--- src/rtl/cke_pt_pkg.sv ---
package cke_pt_pkg;

  typedef enum logic [2:0] {
    CMD_DESEL = 3'd0,
    CMD_NOP   = 3'd1,
    CMD_ACT   = 3'd2,
    CMD_READ  = 3'd3,
    CMD_WRITE = 3'd4,
    CMD_PRE   = 3'd5,
    CMD_AREF  = 3'd6,
    CMD_BST   = 3'd7
  } dram_cmd_e;

  typedef enum logic [1:0] {
    PS_NORMAL = 2'd0,
    PS_SELF   = 2'd1,
    PS_PD_PRE = 2'd2,
    PS_PD_ACT = 2'd3
  } pwr_state_e;

  // A command that leaves the device untouched
  function automatic logic is_quiet(input dram_cmd_e c);
    return (c == CMD_DESEL) || (c == CMD_NOP);
  endfunction

  // Power-down flavour chosen from the bank status
  function automatic pwr_state_e pd_kind(input logic idle);
    return idle ? PS_PD_PRE : PS_PD_ACT;
  endfunction

endpackage

--- src/rtl/cke_edge_sampler.sv ---
module cke_edge_sampler (
  input  logic clk,
  input  logic rst_n,
  input  logic cke,
  output logic cke_q
);
  // Previous clock-enable sample; reset treats the clock as enabled
  always_ff @(posedge clk or negedge rst_n) begin
    if (!rst_n) cke_q <= 1'b1;
    else        cke_q <= cke;
  end
endmodule

--- src/rtl/cke_countdown.sv ---
module cke_countdown #(
  parameter int unsigned SPAN = 10
) (
  input  logic clk,
  input  logic rst_n,
  input  logic load,
  output logic busy
);
  localparam int unsigned EFF  = (SPAN < 1) ? 1 : SPAN;
  localparam int unsigned CW   = (EFF > 1) ? $clog2(EFF) : 1;
  localparam logic [CW-1:0] LOADV = CW'(EFF - 1);

  logic [CW-1:0] cnt;

  always_ff @(posedge clk or negedge rst_n) begin
    if (!rst_n)             cnt <= '0;
    else if (load)          cnt <= LOADV;
    else if (cnt != '0)     cnt <= cnt - 1'b1;
  end

  assign busy = (cnt != '0);
endmodule

--- src/rtl/cke_state_decoder.sv ---
module cke_state_decoder
  import cke_pt_pkg::*;
(
  input  pwr_state_e st,
  input  logic       cke_q,
  input  logic       cke,
  input  dram_cmd_e  cmd,
  input  logic       all_idle,
  input  logic       quiet_win,
  input  logic       read_hold,
  output pwr_state_e st_nxt,
  output logic       illegal,
  output logic       pass,
  output logic       sr_exit
);
  logic quiet;
  assign quiet = is_quiet(cmd);

  always_comb begin
    st_nxt  = st;
    illegal = 1'b0;
    pass    = 1'b0;
    sr_exit = 1'b0;
    if (st == PS_NORMAL) begin
      if (!cke_q) begin
        illegal = 1'b1;
      end else if (cke) begin
        if ((quiet_win && !quiet) || (read_hold && cmd == CMD_READ)) illegal = 1'b1;
        else                                                          pass    = 1'b1;
      end else begin
        if (quiet_win && !quiet)               illegal = 1'b1;
        else if (quiet)                        st_nxt  = pd_kind(all_idle);
        else if (cmd == CMD_AREF && all_idle)  st_nxt  = PS_SELF;
        else                                   illegal = 1'b1;
      end
    end else if (cke) begin
      if (quiet) begin
        st_nxt  = PS_NORMAL;
        sr_exit = (st == PS_SELF);
      end else begin
        illegal = 1'b1;
      end
    end
  end
endmodule

--- src/rtl/cke_power_tracker.sv ---
module cke_power_tracker
  import cke_pt_pkg::*;
#(
  parameter int unsigned QUIET_CYC = 10,
  parameter int unsigned LOCK_CYC  = 200
) (
  input  logic       clk,
  input  logic       rst_n,
  input  logic       cke,
  input  logic [2:0] cmd,
  input  logic       all_idle,
  output logic [1:0] pwr_state,
  output logic       fwd_valid,
  output logic [2:0] fwd_cmd,
  output logic       quiet_win,
  output logic       read_hold,
  output logic       viol_now,
  output logic       viol_seen
);
  dram_cmd_e  cmd_e;
  pwr_state_e st, st_nxt;
  logic       cke_q;
  logic       illegal_w, pass_w, sr_exit_w;

  assign cmd_e = dram_cmd_e'(cmd);

  cke_edge_sampler u_smp (
    .clk(clk), .rst_n(rst_n), .cke(cke), .cke_q(cke_q)
  );

  cke_state_decoder u_dec (
    .st(st), .cke_q(cke_q), .cke(cke), .cmd(cmd_e), .all_idle(all_idle),
    .quiet_win(quiet_win), .read_hold(read_hold),
    .st_nxt(st_nxt), .illegal(illegal_w), .pass(pass_w), .sr_exit(sr_exit_w)
  );

  cke_countdown #(.SPAN(QUIET_CYC)) u_quiet (
    .clk(clk), .rst_n(rst_n), .load(sr_exit_w), .busy(quiet_win)
  );

  cke_countdown #(.SPAN(LOCK_CYC)) u_lock (
    .clk(clk), .rst_n(rst_n), .load(sr_exit_w), .busy(read_hold)
  );

  always_ff @(posedge clk or negedge rst_n) begin
    if (!rst_n) begin
      st        <= PS_NORMAL;
      viol_seen <= 1'b0;
    end else begin
      st <= st_nxt;
      if (illegal_w) viol_seen <= 1'b1;
    end
  end

  assign pwr_state = st;
  assign fwd_valid = pass_w;
  assign fwd_cmd   = pass_w ? cmd : 3'd0;
  assign viol_now  = illegal_w;
endmodule

--- config.mk ---
export PLATFORM = sky130hd
export DESIGN_NAME = cke_power_tracker
export DESIGN_NICKNAME = d
export VERILOG_FILES = /design/src/rtl/cke_pt_pkg.sv /design/src/rtl/cke_edge_sampler.sv /design/src/rtl/cke_countdown.sv /design/src/rtl/cke_state_decoder.sv /design/src/rtl/cke_power_tracker.sv
export SDC_FILE = /design/constraint.sdc
export NUM_CORES = 1
export LEC_CHECK = 0
export BUFFER_PORTS_ARGS = -buffer_cell sky130_fd_sc_hd__buf_2
export CORE_MARGIN = 1.5
export CORE_UTILIZATION = 30
export DETAILED_ROUTE_END_ITERATION = 10
export SLEW_MARGIN = 20
export SYNTH_ARGS = -nofsm -noshare
export SYNTH_HDL_FRONTEND = slang
export SYNTH_SLANG_ARGS = --single-unit
--- constraint.sdc ---
create_clock -name clk -period 2.2 [get_ports clk]
set_clock_uncertainty 0.15 [all_clocks]
set_input_delay 0.44 -clock clk [delete_from_list [all_inputs] [get_ports clk]]
set_output_delay 0.44 -clock clk [all_outputs]
set_load 0.02 [all_outputs]
Word level (Yosys, flattened, before mapping)
Index checks and enable logic that the tools add are counted.
- flip-flop bits (word level): 16
- bits of input ports: 7
- output and inout bits: 10
- word-level logic and storage cells: 60
- $add $sub $neg: 2
- eq/ne operators: 8
- multiplexer cells: 30
- reduce and logical (&&, ||, !) cells: 15
- operator list (cell ; count):
    2-to-1 mux 1 bit ; 17
    2-to-1 mux 2 bit ; 8
    2-to-1 mux 8 bit ; 2
    2-to-1 mux 4 bit ; 2
    nonzero test 2 bit ; 4
    nonzero test 8 bit ; 1
    subtractor 8 x 1 -> 8 bit (second input constant) ; 1
    AND reduction 6 bit ; 1
    inequality test 2 bit (second input constant) ; 2
    inequality test 4 x 2 -> 1 bit (second input constant) ; 1
    nonzero test 4 bit ; 1
    subtractor 4 x 1 -> 4 bit (second input constant) ; 1
    equality test 3 x 1 -> 1 bit (second input constant) ; 1
    equality test 3 x 2 -> 1 bit (second input constant) ; 1
    equality test 3 bit (second input constant) ; 1
    logical AND 1 bit ; 3
    zero test 3 bit ; 1
    2-to-1 mux 3 bit ; 1
    inequality test 3 bit (second input constant) ; 1
    equality test 2 x 1 -> 1 bit (second input constant) ; 1
    zero test 2 bit ; 1
    logical OR 1 bit ; 2
    zero test 1 bit ; 1

Logic depth before layout (Yosys ltp)
- depth after elaboration: 10
- mapped depth: 6
- depth with buffers taken out: 6

Modules after synthesis
Synthesis repeated with hierarchy kept, for this count alone.
- cells, all modules: 98
- area total of the unflattened synthesis: 949.7 µm²
- by module, submodules not included (module ; instances ; cells each ; area an instance (µm²) ; seq. area each (µm²)):
    cke_countdown at u_lock ; 1 ; 48 ; 456.7 ; 200.2
    cke_countdown at u_quiet ; 1 ; 20 ; 212.7 ; 100.1
    cke_state_decoder ; 1 ; 22 ; 153.9 ; 0.0
    cke_power_tracker ; 1 ; 7 ; 100.1 ; 75.1
    cke_edge_sampler ; 1 ; 1 ; 26.3 ; 26.3

Worst setup path after synthesis
OpenSTA, ideal clock, no wires.
- path type: register -> output
- from: register u_quiet.cnt[0]
- to: output port fwd_cmd[0]
- data arrival time: 1.806 ns
- required time: 1.610 ns
- path slack: -0.196 ns
- stages on the path, launching flop included: 6
- buffers on the path: 0
- path through: dfrtp_1 > inv_1 > ha_1 > nor3b_1 > o211ai_1 > nor3b_1
- word-level cells in the longest chain between the ends: 8
- ends and longest elaborated chain (element ; RTL line ; source):
    start: declaration ; cke_countdown.sv:13 ; logic [CW-1:0] cnt;
    start signal: assignment ; cke_countdown.sv:18 ; else if (cnt != '0) cnt <= cnt - 1'b1;
    nonzero test 4 bit ; cke_countdown.sv:21 ; assign busy = (cnt != '0);
    logical AND 1 bit ; cke_state_decoder.sv:28 ; if ((quiet_win && !quiet) || (read_hold && cmd == CMD_READ)) illegal = 1'b1;
    logical OR 1 bit ; cke_state_decoder.sv:28 ;
    2-to-1 mux 1 bit ; cke_state_decoder.sv:28 ;
    2-to-1 mux 1 bit ; cke_state_decoder.sv:27 ; end else if (cke) begin
    2-to-1 mux 1 bit ; cke_state_decoder.sv:25 ; if (!cke_q) begin
    2-to-1 mux 1 bit ; cke_state_decoder.sv:24 ; if (st == PS_NORMAL) begin
    2-to-1 mux 3 bit ; cke_power_tracker.sv:57 ; assign fwd_cmd = pass_w ? cmd : 3'd0;
    end: declaration ; cke_power_tracker.sv:14 ; output logic [2:0] fwd_cmd,
No other way between the ends.

Worst setup path in the final report
- from: register u_lock.cnt[1]
- to: output port fwd_cmd[0]
- word-level cells in the longest chain between the ends: 8
- ends and longest elaborated chain (element ; RTL line):
    start: declaration ; cke_countdown.sv:13
    start signal: assignment ; cke_countdown.sv:18
    nonzero test 8 bit ; cke_countdown.sv:21
    logical AND 1 bit ; cke_state_decoder.sv:28
    logical OR 1 bit ; cke_state_decoder.sv:28
    2-to-1 mux 1 bit ; cke_state_decoder.sv:28
    2-to-1 mux 1 bit ; cke_state_decoder.sv:27
    2-to-1 mux 1 bit ; cke_state_decoder.sv:25
    2-to-1 mux 1 bit ; cke_state_decoder.sv:24
    2-to-1 mux 3 bit ; cke_power_tracker.sv:57
No other way between the ends.

==> results.sh <==
export IMPL_status="finished, violations left"
export IMPL_violations="setup timing"
export IMPL_cap_violations=0
export IMPL_p_per_area_mw_per_mm2=1130
export IMPL_ios=17
export IMPL_worst_slack_ns=-0.149
export IMPL_r2r_slack_ns=0.27
export IMPL_drive_above_1_share=0.439
export IMPL_finalCritPeriodShare=1.07
export IMPL_clock_sinks=16
export IMPL_crit_type="flip-flop to output port"
export IMPL_clock_path_buffers=2
export IMPL_critPathSlowestCell="dfrtp_1"
export IMPL_syn_area_per_cell_um2=9.40
export IMPL_synth_common_cells="dfrtp_1, inv_1, o21ai_0"
export IMPL_drt_iter0_markers=45
export IMPL_synth_nets=112
export IMPL_synth_top_cells_by_area="dfrtp_1, ha_1, inv_1"
export IMPL_cpPeakStageDelay_ns=0.41
export IMPL_cts_root_buf="clkbuf_4"
export IMPL_crit_chain="inv_2 > ha_4 > nor3b_4 > a211oi_4 > buf_4 > nor3b_2 > buf_4"
export IMPL_drt_first_pass_iters=4
export IMPL_setup_viol=5
export IMPL_coreArea_mm2=0.00305
export IMPL_port_buffers=16
export IMPL_track_usage=0.141
export IMPL_grt_pass1_wl_um=3840
export IMPL_hpwl_um=1610
export IMPL_final_cells=183
export IMPL_timing_fmax_ghz=0.426
export IMPL_startpoint_type="flip-flop"
export IMPL_finalPower_mw=1.56
export IMPL_die_y_um=59.5
export IMPL_yosysMostFrequentCell="dfrtp_1"
export IMPL_die_area_mm2=0.00354
export IMPL_rsz0062_at_grt="true"
export IMPL_vias=927
export IMPL_drt_drc_violations_left=0
export IMPL_htree_levels=1
export IMPL_wl_um=2490
export IMPL_postRouteAntennaNets=0
export IMPL_synth_largest_area_cell="dfrtp_1"
export IMPL_insertion_delay_ns=0.28
export IMPL_rows=20
export IMPL_regToRegEndpoint="u_lock.cnt[5]"
export IMPL_crit_fanout=4
export IMPL_min_to="u_smp.cke_q"
export IMPL_irDropWorstVdd_mv=0.508
export IMPL_yosysSeqAreaShare=0.419
export IMPL_synth_top_family_by_area="simple AND/OR/NAND/NOR gates"
export IMPL_cts_buffers=3
export IMPL_holdWs_ns=0.141
export IMPL_ys_flop_type="dfrtp_1"
export IMPL_via_per_inst=5.07
export IMPL_synth_cells=102
export IMPL_netlist_area_um2=958
export IMPL_whs_path_depth=1
export IMPL_worstHoldPathType="input pin to flip-flop"
export IMPL_place_congestion=0.846
export IMPL_cp_required_ns=1.61
export IMPL_ys_ff_latch=16
export IMPL_post_route_min_period_ns=2.35
export IMPL_grt_max_degree=17
export IMPL_worstPathArrival_ns=1.76
export IMPL_synth_edf_count=0
export IMPL_tightestPinTransition_ns=0.607
export IMPL_yosysTopAreaCellShare=0.392
export IMPL_yosysUniqueCellTypes=39
export IMPL_place_ws_ns=0.0157
export IMPL_fp_dieW_um=59.5
export IMPL_yosysWarningCount=0
export IMPL_antenna_found_initial=0
export IMPL_fillers=316
export IMPL_finalNetCount=150
export IMPL_worstRegToRegCells=7
export IMPL_clk_pin_slew_ns=0.10
export IMPL_crit_start="u_lock.cnt[1]"
export IMPL_synth_compound_area_frac=0.209
export IMPL_synth_fa_ha_area_frac=0.0392
export IMPL_cts_tree="done"
export IMPL_r2r_start="u_lock.cnt[1]"
export IMPL_path_common_cell="buf_4"
export IMPL_worstHoldStart="cke"
export IMPL_slew_headroom=0.594
export IMPL_n_antenna_cell=0
export IMPL_cp_end_kind="output port"
export IMPL_synth_xor_area_frac=0.00914
export IMPL_grt_pass1_vias=805
export IMPL_grt_overflow_total=0
export IMPL_async_flop_share=1.00
export IMPL_final_max_slew_viol_count=0
export IMPL_wl_per_cell_um=13.6
export IMPL_synth_mux_area_frac=0.0104
export IMPL_finalHoldViolCount=0
export IMPL_synthSimpleGateAreaFrac=0.265
export IMPL_syn2layout_area_growth_pct=44.6
export IMPL_initial_core_util=0.314
export IMPL_total_leakage_power_nw=0.595
export IMPL_placed_cells=163
==> metal layers <==
metal / track usage / vias up / routed length (µm)
met4: 0.00952 / 0 / 0
met3: 0.0415 / 0 / 84
met5: 0 / - / 0
met1: 0.189 / 462 / 1140
met2: 0.235 / 15 / 1270
li1: - / 450 / -
==> flip-flops by register name, indices dropped and copies added, names as in the netlist <==
register,cells
u_lock.cnt,8
u_quiet.cnt,4
pwr_state,2
u_smp.cke_q,1
viol_seen,1
==> metrics by stage <==
step / util / TNS (ns) / instance area [µm²]
after floorplan: - / 0 / 985
after global placement: 0.371 / 0 / 1130
after detailed placement: 0.371 / 0 / 1130
after CTS: 0.423 / -0.436 / 1290
after global routing: 0.454 / -0.854 / 1390
final: 0.454 / -0.443 / 1390
==> worst max-delay path, delay by kind of cell, from the launching register on <==
kind | cells | cell delay [ns]
buf+inv | 3 | 0.43
simple gates | 2 | 0.41
flops | 1 | 0.41
fa+ha+maj | 1 | 0.12
compound gates | 1 | 0.08
==> kinds of logic (layout without fill, tap and decap cells) <==
kind of cell	Yosys count	after routing
AO/OA/AOI/OAI	29	29
XOR/XNOR	1	1
adder cells (fa/ha/maj)	3	3
buffers and inverters	12	49
flip-flops	16	16
multiplexers	1	1
AND/OR/NAND/NOR	40	40
==> cells in the final DEF, fill, tap and decap left out, types with 4 or more instances in the layout <==
master | synthesis | routed
o21ai_0 | 7 | 7
buf_2 | 1 | 10
inv_2 | 0 | 5
dfrtp_1 | 15 | 13
a21oi_1 | 6 | 6
buf_4 | 0 | 21
inv_1 | 10 | 5
nand2_1 | 4 | 4
nor2_1 | 6 | 5
==> final cells by class <==
cell class / count / area [µm²] / area share
Multi-Input combinational cell: 74 / 612 / 0.441
Tap cell: 44 / 55.1 / 0.0397
Clock buffer: 4 / 26.3 / 0.0190
Timing Repair Buffer: 35 / 251 / 0.181
Inverter: 10 / 37.5 / 0.0271
Sequential cell: 16 / 404 / 0.292
==> repair_timing <==
action                                  in CTS  in global routing
pin swaps                                    5                  8
hold buffers                                 1                  0
hold endpoints to repair                    15                  0
gates resized for setup                     18                 12
buffers inserted                             8                  8
endpoints found under the setup margin       6                  6
==> power breakdown <==
group	total, mW	internal (mW)	switching (mW)
Clock	0.161	0.0703	0.0908
Sequential	0.556	0.411	0.145
Combinational	0.845	0.463	0.382
Total	1.56	0.945	0.617
==> how the worst max path moves through the flow <==
stage                       endpoint  slack [ns]  cells past startpoint
after floorplan           fwd_cmd[1]       0.005                      6
after global placement      viol_now        0.09                      6
after detailed placement    viol_now        0.02                      6
after CTS                   viol_now       -0.16                      6
after global routing        viol_now       -0.20                      4
final                     fwd_cmd[0]       -0.15                      7
No activity file was read; power rests on OpenSTA's default activity.
